### src/rtl/ddr_seq_pkg.sv
package ddr_seq_pkg;

    typedef enum logic [3:0] {
        S_IPRE, S_IREF1, S_IREF2, S_IMRS,
        S_IDLE, S_REF, S_ACT, S_RD, S_WR,
        S_DATA, S_PRE, S_WAIT
    } seq_state_t;

    typedef enum logic [3:0] {
        CMD_LMR = 4'b0000,
        CMD_REF = 4'b0001,
        CMD_PRE = 4'b0010,
        CMD_ACT = 4'b0011,
        CMD_WR  = 4'b0100,
        CMD_RD  = 4'b0101,
        CMD_NOP = 4'b0111
    } sd_cmd_t;

    // beats on the bus = clock cycles of data window times two
    function automatic logic [3:0] win_cycles(input logic [1:0] code);
        case (code)
            2'd2:    return 4'd2;
            2'd3:    return 4'd4;
            default: return 4'd1;
        endcase
    endfunction

    function automatic logic [1:0] cas_whole(input logic [2:0] code);
        case (code)
            3'd3:    return 2'd3;
            3'd5:    return 2'd1;
            default: return 2'd2;
        endcase
    endfunction

    function automatic logic cas_frac(input logic [2:0] code);
        return (code == 3'd5) || (code == 3'd6);
    endfunction

endpackage

### src/rtl/ddr_wait_ctr.sv
module ddr_wait_ctr #(
    parameter int TW = 6
) (
    input  logic          clk,
    input  logic          rst_n,
    input  logic          load,
    input  logic [TW-1:0] load_val,
    output logic [TW-1:0] count,
    output logic          done
);
    logic [TW-1:0] cnt_q;

    always_ff @(posedge clk) begin
        if (!rst_n)
            cnt_q <= '0;
        else if (load)
            cnt_q <= (load_val == '0) ? '0 : load_val - TW'(1);
        else if (cnt_q != '0)
            cnt_q <= cnt_q - TW'(1);
    end

    assign count = cnt_q;
    assign done  = (cnt_q <= TW'(1));

    AST_CNT_NO_UNDERFLOW: assert property (@(posedge clk) disable iff (!rst_n) (!load && cnt_q == '0) |=> (cnt_q == '0)) else $error("wait counter wrapped");

endmodule

### src/rtl/ddr_refresh_timer.sv
module ddr_refresh_timer #(
    parameter int PW = 12
) (
    input  logic          clk,
    input  logic          rst_n,
    input  logic          en,
    input  logic [PW-1:0] period,
    input  logic          take,
    output logic          pend
);
    logic [PW-1:0] tick_q;
    logic          pend_q;
    logic          expire;

    assign expire = en && (({1'b0, tick_q} + (PW+1)'(1)) >= {1'b0, period});

    always_ff @(posedge clk) begin
        if (!rst_n) begin
            tick_q <= '0;
            pend_q <= 1'b0;
        end else begin
            if (expire)
                tick_q <= '0;
            else if (en)
                tick_q <= tick_q + PW'(1);
            if (expire)
                pend_q <= 1'b1;
            else if (take)
                pend_q <= 1'b0;
        end
    end

    assign pend = pend_q;

    AST_PEND_STICKY: assert property (@(posedge clk) disable iff (!rst_n) (pend_q && !take) |=> pend_q) else $error("refresh request lost");

endmodule

### src/rtl/ddr_cmd_seq.sv
module ddr_cmd_seq
    import ddr_seq_pkg::*;
#(
    parameter int ROW_W   = 13,
    parameter int COL_W   = 10,
    parameter int TW      = 6,
    parameter int REFI_W  = 12,
    parameter int MRD_CYC = 2
) (
    input  logic                     clk,
    input  logic                     rst_n,
    input  logic [1:0]               cfg_burst,
    input  logic [2:0]               cfg_cas,
    input  logic [TW-1:0]            cfg_trp,
    input  logic [TW-1:0]            cfg_trcd,
    input  logic [TW-1:0]            cfg_trfc,
    input  logic [REFI_W-1:0]        cfg_refi,
    input  logic                     host_req,
    input  logic                     host_we,
    input  logic [ROW_W+COL_W+1:0]   host_addr,
    output logic                     host_rdy,
    output logic                     host_ack,
    output logic                     sd_cs_n,
    output logic                     sd_ras_n,
    output logic                     sd_cas_n,
    output logic                     sd_we_n,
    output logic [1:0]               sd_ba,
    output logic [ROW_W-1:0]         sd_addr,
    output logic                     dq_win,
    output logic                     dq_half,
    output logic                     dq_rd
);
    localparam int AP_BIT = 10;
    localparam int BANK_LSB = ROW_W + COL_W;

    seq_state_t state_q, state_d;
    seq_state_t ret_q, ret_d;
    logic              init_done_q;
    logic              cap_we_q;
    logic [1:0]        cap_bank_q;
    logic [ROW_W-1:0]  cap_row_q;
    logic [COL_W-1:0]  cap_col_q;
    logic              ld;
    logic [TW-1:0]     ld_val;
    logic [TW-1:0]     wcount;
    logic              wdone;
    logic              ref_pend;
    logic              accept;
    logic [TW-1:0]     beats_tw;
    sd_cmd_t           cmd;
    logic [ROW_W-1:0]  col_addr;

    assign beats_tw = TW'(win_cycles(cfg_burst));
    assign accept   = (state_q == S_IDLE) && !ref_pend && host_req;

    ddr_wait_ctr #(.TW(TW)) u_wait (
        .clk      (clk),
        .rst_n    (rst_n),
        .load     (ld),
        .load_val (ld_val),
        .count    (wcount),
        .done     (wdone)
    );

    ddr_refresh_timer #(.PW(REFI_W)) u_refi (
        .clk    (clk),
        .rst_n  (rst_n),
        .en     (init_done_q),
        .period (cfg_refi),
        .take   (state_q == S_REF),
        .pend   (ref_pend)
    );

    // next-state logic
    always_comb begin
        state_d = state_q;
        ret_d   = ret_q;
        ld      = 1'b0;
        ld_val  = '0;
        unique case (state_q)
            S_IPRE:  begin state_d = S_WAIT; ret_d = S_IREF1; ld = 1'b1; ld_val = cfg_trp;  end
            S_IREF1: begin state_d = S_WAIT; ret_d = S_IREF2; ld = 1'b1; ld_val = cfg_trfc; end
            S_IREF2: begin state_d = S_WAIT; ret_d = S_IMRS;  ld = 1'b1; ld_val = cfg_trfc; end
            S_IMRS:  begin state_d = S_WAIT; ret_d = S_IDLE;  ld = 1'b1; ld_val = TW'(MRD_CYC); end
            S_IDLE: begin
                if (ref_pend)
                    state_d = S_REF;
                else if (host_req)
                    state_d = S_ACT;
            end
            S_REF:   begin state_d = S_WAIT; ret_d = S_IDLE; ld = 1'b1; ld_val = cfg_trfc; end
            S_ACT: begin
                state_d = S_WAIT;
                ret_d   = cap_we_q ? S_WR : S_RD;
                ld      = 1'b1;
                ld_val  = cfg_trcd;
            end
            S_RD: begin
                state_d = S_DATA;
                ld      = 1'b1;
                ld_val  = TW'(cas_whole(cfg_cas)) + beats_tw;
            end
            S_WR: begin
                state_d = S_DATA;
                ld      = 1'b1;
                ld_val  = TW'(1) + beats_tw;
            end
            S_DATA:  if (wdone) state_d = S_PRE;
            S_PRE:   begin state_d = S_WAIT; ret_d = S_IDLE; ld = 1'b1; ld_val = cfg_trp; end
            S_WAIT:  if (wdone) state_d = ret_q;
            default: state_d = S_IPRE;
        endcase
    end

    // state register
    always_ff @(posedge clk) begin
        if (!rst_n) begin
            state_q <= S_IPRE;
            ret_q   <= S_IPRE;
        end else begin
            state_q <= state_d;
            ret_q   <= ret_d;
        end
    end

    // request capture and initialisation flag
    always_ff @(posedge clk) begin
        if (!rst_n) begin
            init_done_q <= 1'b0;
            cap_we_q    <= 1'b0;
            cap_bank_q  <= '0;
            cap_row_q   <= '0;
            cap_col_q   <= '0;
        end else begin
            if (state_q == S_IMRS)
                init_done_q <= 1'b1;
            if (accept) begin
                cap_we_q   <= host_we;
                cap_bank_q <= host_addr[BANK_LSB +: 2];
                cap_row_q  <= host_addr[COL_W +: ROW_W];
                cap_col_q  <= host_addr[COL_W-1:0];
            end
        end
    end

    // column bits placed around the auto-precharge bit
    always_comb begin
        col_addr = '0;
        for (int i = 0; i < COL_W; i++) begin
            if (i < AP_BIT)
                col_addr[i] = cap_col_q[i];
            else
                col_addr[i+1] = cap_col_q[i];
        end
    end

    // output decode
    always_comb begin
        cmd     = CMD_NOP;
        sd_ba   = 2'b00;
        sd_addr = '0;
        unique case (state_q)
            S_IPRE, S_PRE: begin
                cmd             = CMD_PRE;
                sd_addr[AP_BIT] = 1'b1;
            end
            S_IREF1, S_IREF2, S_REF: cmd = CMD_REF;
            S_IMRS: begin
                cmd          = CMD_LMR;
                sd_addr[2:0] = {1'b0, cfg_burst};
                sd_addr[6:4] = cfg_cas;
            end
            S_ACT: begin
                cmd     = CMD_ACT;
                sd_ba   = cap_bank_q;
                sd_addr = cap_row_q;
            end
            S_RD, S_WR: begin
                cmd     = (state_q == S_RD) ? CMD_RD : CMD_WR;
                sd_ba   = cap_bank_q;
                sd_addr = col_addr;
            end
            default: cmd = CMD_NOP;
        endcase
    end

    assign {sd_cs_n, sd_ras_n, sd_cas_n, sd_we_n} = cmd;
    assign dq_win   = (state_q == S_DATA) && (wcount <= beats_tw);
    assign dq_rd    = dq_win && !cap_we_q;
    assign dq_half  = dq_rd && cas_frac(cfg_cas);
    assign host_ack = (state_q == S_PRE);
    assign host_rdy = (state_q == S_IDLE) && !ref_pend;

    AST_RDY_AFTER_INIT: assert property (@(posedge clk) disable iff (!rst_n) !init_done_q |-> !host_rdy) else $error("ready during init");
    AST_COL_AFTER_WAIT: assert property (@(posedge clk) disable iff (!rst_n) (state_q == S_RD || state_q == S_WR) |-> ($past(state_q) == S_WAIT)) else $error("column without activate wait");
    AST_ACK_AFTER_WIN:  assert property (@(posedge clk) disable iff (!rst_n) host_ack |-> $past(dq_win)) else $error("ack not after last beat");
    AST_REF_FIRST:      assert property (@(posedge clk) disable iff (!rst_n) (state_q == S_IDLE && ref_pend) |=> (state_q == S_REF)) else $error("refresh not served first");

endmodule

### config.mk
export PLATFORM = sky130hd
export DESIGN_NAME = ddr_cmd_seq
export DESIGN_NICKNAME = d
export VERILOG_FILES = /design/src/rtl/ddr_seq_pkg.sv /design/src/rtl/ddr_wait_ctr.sv /design/src/rtl/ddr_refresh_timer.sv /design/src/rtl/ddr_cmd_seq.sv
export SDC_FILE = /design/constraint.sdc
export NUM_CORES = 1
export LEC_CHECK = 0
export ABC_AREA = 1
export BUFFER_PORTS_ARGS = -buffer_cell sky130_fd_sc_hd__buf_2
export CAP_MARGIN = 20
export CELL_PAD_IN_SITES_DETAIL_PLACEMENT = 2
export CELL_PAD_IN_SITES_GLOBAL_PLACEMENT = 2
export CORE_MARGIN = 4
export CORE_UTILIZATION = 31
export CTS_CLUSTER_DIAMETER = 150
export DETAILED_ROUTE_END_ITERATION = 10
export HOLD_SLACK_MARGIN = 0.15
export PLACE_DENSITY = 0.95
export SLEW_MARGIN = 20
export SYNTH_ARGS = -nofsm -noshare
export SYNTH_HDL_FRONTEND = slang
export SYNTH_SLANG_ARGS = --single-unit
### constraint.sdc
create_clock -name clk -period 4.22 [get_ports clk]
set_input_delay 0.422 -clock clk [delete_from_list [all_inputs] [get_ports clk]]
set_output_delay 0.422 -clock clk [all_outputs]
set_load 0.05 [all_outputs]
==> metrics.md, run 1 <==
| Metric | Value |
|---|---|
| Most frequent CP cell | nand2_1 |
| Number of enable flip-flop cells after synthesis | 0 |
| Worst min path class | input pin to flip-flop |
| Largest net degree at the start of global routing | 49 |
| Finished Layout Cells | 753 |
| Max H-tree Level | 2 |
| Post-CTS setup buffer count | 0 |
| Setup CP Type | flip-flop to flip-flop |
| Average cell area after synthesis | 6.66 sq um |
| Global-route wire length before repair | 24.1 mm |
| Synth top area cells | dfxtp_1 (30%), nand2_1 (11%), inv_1 (9.8%), ha_1 (7.7%), a21oi_1 (7.3%) |
| Synthesized area | 0.00355 sq mm |
| Critical Path End Type | flip-flop |
| Final design utilization | 38.4% |
| IO Pins | 88 |
| TNS Setup | 0 ns |
| Vias in the first global route | 4522 |
| Fraction of registers with async set/reset | 0% |
| CP arrival | 3.45 ns |
| Layout Nets | 699 |
| Die area | 0.0132 sq mm |
| Final wirelength | 14.9 mm |
| Reg2reg setup slack | 0.94 ns |
| Starting Density | 32.2% |
| Die W | 115 microns |
| Initial DRC count | 137 |
| Synthesized flop and latch total | 54 |
| Global routing usage on met3 | 3.74% |
| Final instance area | 0.00423 sq mm |
| Upper clock frequency limit | 305 MHz |
| P_sw | 1270 uW |
| Met2 Usage GRT | 43.8% |
| Number of port buffers | 86 |
| Wire per inst | 19.8 microns |
| Synth top cells by count | nand2_1 (107), inv_1 (93), dfxtp_1 (54), a21oi_1 (52), nor2_1 (48) |
| TritonCTS clock tree | yes |
| Startpoint Class | flip-flop |
| Min Clock Period, post-route | 3.28 ns |
| Outcome | completed |
| Mapped Nets | 620 |
| Sequential Power Share | 26.5% |
| P_int | 1200 uW |
| RSZ-0062 raised after global routing | false |
| Final Hold Fails | 0 |
| Area growth, synth to finish | 19.1% |
| Maximum vdd drop | 192 uV |
| Relative slew slack | 48.0% |
| Placement Setup Slack | 1.04 ns |
| Total number of vias | 3888 |
| Comb pwr share | 55.1% |
| Worst-path clk slew | 0.08 ns |
| Synth Instances | 533 |
| Final period util | 77.6% |
| Tot GR Track Use | 23.1% |
| Clock skew | 0.00896 ns |
| Sw Share | 51.5% |
| Post_cts resized | 0 |
| Count leader, synth | nand2_1 |
| Seq/Total Area, Yosys | 30.4% |
| CTS sink count | 54 |
| Worst Path Buf+Inv | 4 |
| Worst-path fanout max | 4 |
| Global routing met1 resource utilization | 26.2% |
| Synth Flop Type | dfxtp_1 |
| Num rows | 38 |
| Final worst slack | 0.945 ns |
| Max-Cap Viols | 0 |
| Cell family with most CP delay | simple AND/OR/NAND/NOR gates |
| Worst slew pin tran | 0.777 ns |
| CP Data Required Time | 4.40 ns |
| Antenna violations before repair | 0 |
| Drt drc | 0 |
| Skew-Pair Late Insertion Delay | 0.31 ns |
| Clk pwr share | 18.4% |
| GP Congestion | 0.870 |
| Cts hold-fix bufs | 0 |
| CTS max path bufs | 2 |
| Antenna Nets Post-Route | 0 |
| P per Cell Area | 585 mW/mm^2 |
| Area post-placement | 0.00408 sq mm |
| Count of final setup violators | 0 |
| Vias per cell | 5.16 |
| Crit-path max cell delay | 0.48 ns |
| Core Area | 0.0110 sq mm |
| Global route overflow | 0 |
| Cell chain of the critical path | inv_1, nor2_1, nand2_2, nand2_1, inv_1, nand2_1, ha_1, inv_1, fa_1, inv_1, nand2_1, nand2_1, nor2_2, ha_1, nand3_1, o21ai_2, nand2_1, nand2_1, a21oi_1 |
| Diodes inserted | 0 |
| Synth top area share | 30.4% |
| Ratio of cells with drive above 1 in the final layout | 20.1% |
| First-pass DRT Iterations | 4 |
| Final Max Slew Viols | 0 |
| HPWL Detailed | 11.3 mm |
| Post-Place Cells | 745 |
| Post-synth top area cell | dfxtp_1 |
| Crit path max-delay cell type | fa_1 |
| Clk root buf | clkbuf_16 |
| Leak | 0.00209 uW |
| CTS buffer count | 5 |
| Synth warnings | 0 |
| Die Y-Extent | 115 microns |
| Count of different cell masters after synthesis | 43 |
| GRT busiest layer | met2 |
[cell usage in the layout, fill, tap and decap left out, drive strengths merged]
cell type	netlist	final
conb	1	1
xnor2	3	3
a41oi	1	1
mux2i	2	2
o21ba	1	1
dfxtp	54	54
a21oi	52	52
o31ai	1	1
o211ai	1	1
xor2	8	8
buf	6	86
clkinv	1	2
ha	22	22
nor4b	1	1
a21boi	1	1
inv	97	99
nand4	5	5
a211oi	1	1
o21ai	45	45
a221oi	1	1
a22oi	1	1
nand3	23	23
a31oi	2	2
clkbuf	8	5
o21bai	3	3
o22ai	6	6
nor2	57	57
nand2	118	118
nor3	4	4
o221ai	5	5
a31o	1	1
fa	1	1
[metrics by stage]
step,hold WS (ns),total power [uW]
2_1_floorplan,0.425,1570
3_3_place_gp,0.441,1840
3_5_place_dp,0.452,1960
4_1_cts,0.392,2480
5_1_grt,0.396,2650
6_report,0.390,2470
[per-layer routing]
metal  part of all wire, %  vias up
li1                      -     1862
met1                    41     1922
met2                    53       81
met3                   3.4       23
met4                   2.4        0
met5                     0        -
[worst paths after layout]
kind,start,to,depth (start not counted)
worst min-delay path,host_addr[8],cap_col_q[8],3
worst max-delay path,state_q[3],u_wait.count[0],19
worst max register to register,state_q[3],u_wait.count[0],19
worst min register to register,cap_row_q[0],cap_row_q[0],2
[layout make-up]
cell class	count	area, sq um
well taps	140	175
multi-input cells	367	2020
fillers	1375	6800
flip-flops and latches	54	1080
clock buffers	5	125
inverters	98	368
repair buffers	86	430
clock inverters	3	28.8
[registers in the layout, summed over array words and instances, names as in the netlist]
name and count:
cap_bank_q 2, init_done_q 1, cap_we_q 1, cap_row_q 13, u_wait.count 6, cap_col_q 10
ret_q 4, state_q 4, u_refi.tick_q 12, u_refi.pend 1
[tightest hold or removal path, delay by kind of cell]
family	cells	cell delay (ns)
buffers and inverters	1	0.07
AOI/OAI and AO/OA	2	0.17
[kinds of logic (layout without fill, tap and decap cells)]
family / Yosys count / in the layout / share of synthesized area, %
AND/OR/NAND/NOR: 208 / 208 / 25.8
AO/OA/AOI/OAI: 122 / 122 / 19.4
buffers and inverters: 112 / 192 / 12.6
flip-flops: 54 / 54 / 30.4
adder cells (fa/ha/maj): 23 / 23 / 8.31
XOR/XNOR: 11 / 11 / 2.71
multiplexers: 2 / 2 / 0.564
other: 1 / 1 / 0.106
[power by group through the flow]
stage	Combinational (uW)	Sequential (uW)	Clock (uW)
floorplan	935	634	0
global placement	1190	654	0
detailed placement	1300	664	0
CTS	1360	654	462
global route	1500	666	490
finish	1360	655	455
Power figures use the tool's default switching activity.
==> inputs of run 2 (changes only) <==
Settings changed: CORE_UTILIZATION 31 to 29, PLACE_DENSITY 0.95 to 0.9.
Clock period 4.22 ns to 3.1 ns, I/O delays scaled along.
==> metrics.md, run 2 (synthesis results as in run 1) <==
| Metric | Value |
|---|---|
| Count of final setup violators | 0 (unchanged) |
| CTS sink count | 54 (unchanged) |
| Ratio of cells with drive above 1 in the final layout | 21.0% (+0.94 points) |
| HPWL Detailed | 10.1 mm (-10%) |
| Area growth, synth to finish | 20.9% |
| Core Area | 0.0120 sq mm (+8.9%) |
| Largest net degree at the start of global routing | 49 (unchanged) |
| Cell chain of the critical path | inv_1, nor2_2, nand2_2, nand2_2, inv_1, nand2_1, ha_1, inv_1, fa_1, inv_1, nand2_1, nand2_1, nor2_4, ha_1, nand3_1, o21ai_2, nor2_1, o21ba_1 |
| Cts hold-fix bufs | 0 (unchanged) |
| Leak | 0.00210 uW (+0.66%) |
| CTS max path bufs | 2 (unchanged) |
| Commonest cells after routing, fill and taps aside | nand2_1 (105), inv_1 (93), buf_2 (86) |
| Critical Path End Type | flip-flop |
| Total number of vias | 3773 (-3.0%) |
| Vias per cell | 4.96 (-4.0%) |
| Vias in the first global route | 4181 (-7.5%) |
| CP arrival | 3.05 ns (-0.40 ns) |
| Finished Layout Cells | 761 (+1.1%) |
| Drt drc | 0 (unchanged) |
| Area taken by flip-flops and latches | 0.00108 sq mm (+0.12%) |
| Layout fillers | 1462 (+6.3%) |
| Die Y-Extent | 119 microns (+3.2%) |
| Clock skew | 0.00943 ns (+0.000473 ns) |
| First-pass DRT Iterations | 4 (unchanged) |
| Crit-path max cell delay | 0.48 ns (about the same) |
| Die W | 119 microns (+3.2%) |
| Max reg flops | 13 (unchanged) |
| Upper clock frequency limit | 349 MHz (+14%) |
| Antenna violations before repair | 1 (+1) |
| Wire per inst | 16.4 microns (-17%) |
| Clk root buf | clkbuf_16 |
| Startpoint Class | flip-flop |
| Final period util | 92.4% (+15 points) |
| Outcome | completed |
| TritonCTS clock tree | yes |
| Starting Density | 29.6% (-2.6 points) |
| Skew-Pair Late Insertion Delay | 0.30 ns (about the same) |
| Max H-tree Level | 2 (unchanged) |
| Final instance area | 0.00429 sq mm (+1.5%) |
| IO Pins | 88 (unchanged) |
| Antenna Nets Post-Route | 0 (unchanged) |
| Global route overflow | 0 (unchanged) |
| Layout Nets | 700 (+0.14%) |
| Initial DRC count | 95 (-31%) |
| Diodes inserted | 0 (unchanged) |
| Most frequent CP cell | inv_1 |
| Final Hold Fails | 0 (unchanged) |
| Crit path max-delay cell type | fa_1 |
| Biggest register | cap_row_q |
| Min Hold Slack | 0.283 ns (-0.107 ns) |
| CTS buffer count | 5 (unchanged) |
| Num rows | 40 (+5.3%) |
| Final design utilization | 35.7% (-2.6 points) |
| Max-Cap Viols | 0 (unchanged) |
| Setup CP Type | flip-flop to flip-flop |
| Global-route wire length before repair | 20.7 mm (-14%) |
| Relative slew slack | 48.5% (+0.46 points) |
| Number of port buffers | 86 (unchanged) |
| Worst min path class | input pin to flip-flop |
| RSZ-0062 raised after global routing | false |
| P per Cell Area | 776 mW/mm^2 (+33%) |
| Worst slew pin tran | 0.770 ns (-0.00688 ns) |
| Worst-path clk slew | 0.08 ns (about the same) |
| Top flop regs | cap_row_q: 13 flops, u_refi.tick_q: 12 flops, cap_col_q: 10 flops |
| Die area | 0.0141 sq mm (+6.4%) |
| Maximum vdd drop | 320 uV (+67%) |
| Worst-path fanout max | 4 (unchanged) |
| CP Data Required Time | 3.29 ns (-1.11 ns) |
| Tot GR Track Use | 17.8% (-5.3 points) |
| Final wirelength | 12.5 mm (-16%) |
| Area of the multi-input gates | 0.00205 sq mm (+1.2%) |
| Min Clock Period, post-route | 2.86 ns (-0.413 ns) |
| Post-Place Cells | 752 (+0.94%) |
| TNS Setup | 0 ns (unchanged) |
| Final Max Slew Viols | 0 (unchanged) |
| GP Congestion | 0.817 (-6.2%) |
| Most common cell after layout, fill and taps aside | nand2_1 |
| Area post-placement | 0.00409 sq mm (+0.21%) |
| Reg2reg setup slack | 0.24 ns (-0.71 ns) |
-- run 2: cell count changes in the layout (fill, tap and decap cells not counted), sizes merged --
cell / delta
inv: -1
buf: +1
bufinv: +1
clkinv: -1
clkinvlp: +1
-- run 2: worst paths after layout --
| kind | start | end | cells after the start |
|---|---|---|---|
| worst max-delay path | state_q[3] | u_wait.count[1] | 18 |
| worst min-delay path | host_addr[1] | cap_col_q[1] | 3 |
| worst max register to register | state_q[3] | u_wait.count[1] | 18 |
| worst min register to register | cap_row_q[10] | cap_row_q[10] | 2 |
-- run 2: repair_timing --
| action | 4_1_cts | 5_1_grt |
|---|---|---|
| endpoints found under the setup margin | 0 | 18 |
| resized for setup | 0 | 8 |
| setup buffers | 0 | 1 |
-- run 2: final cells by class --
| cell class | instances | area share [%] |
|---|---|---|
| multi-input cells | 367 | 47.7 |
| flip-flops and latches | 54 | 25.2 |
| repair buffers | 87 | 10.2 |
| inverters | 98 | 8.57 |
| well taps | 147 | 4.28 |
| clock buffers | 5 | 2.91 |
| clock inverters | 3 | 1.14 |
-- run 2: power breakdown --
group          internal, uW  switching, uW
combinational           560           1210
sequential              782            106
clock                   388            285
total                  1730           1600
-- run 2: worst max-delay path: cells and delay by family (launching register included) --
| kind | cells | cell delay, ns |
|---|---|---|
| AND/OR/NAND/NOR | 9 | 0.93 |
| adder cells (fa/ha/maj) | 3 | 0.84 |
| flip-flops | 1 | 0.39 |
| AO/OA/AOI/OAI | 2 | 0.37 |
| buffers and inverters | 4 | 0.23 |
-- run 2: through the flow --
stage	total power [uW]	worst slack (ns)
2_1_floorplan	2140	0.301
3_3_place_gp	2530	0.294
3_5_place_dp	2640	0.0669
4_1_cts	3340	0.0173
5_1_grt	3600	0.00493
6_report	3330	0.237
-- run 2: layer usage --
metal  vias to the layer above  share of wire [%]  GRT usage, %
met1                      1824                 45          21.7
li1                       1868                  -             -
met5                         -              0.056             0
met3                        11                4.0          3.44
met4                         2                1.1          4.56
met2                        68                 50          32.1
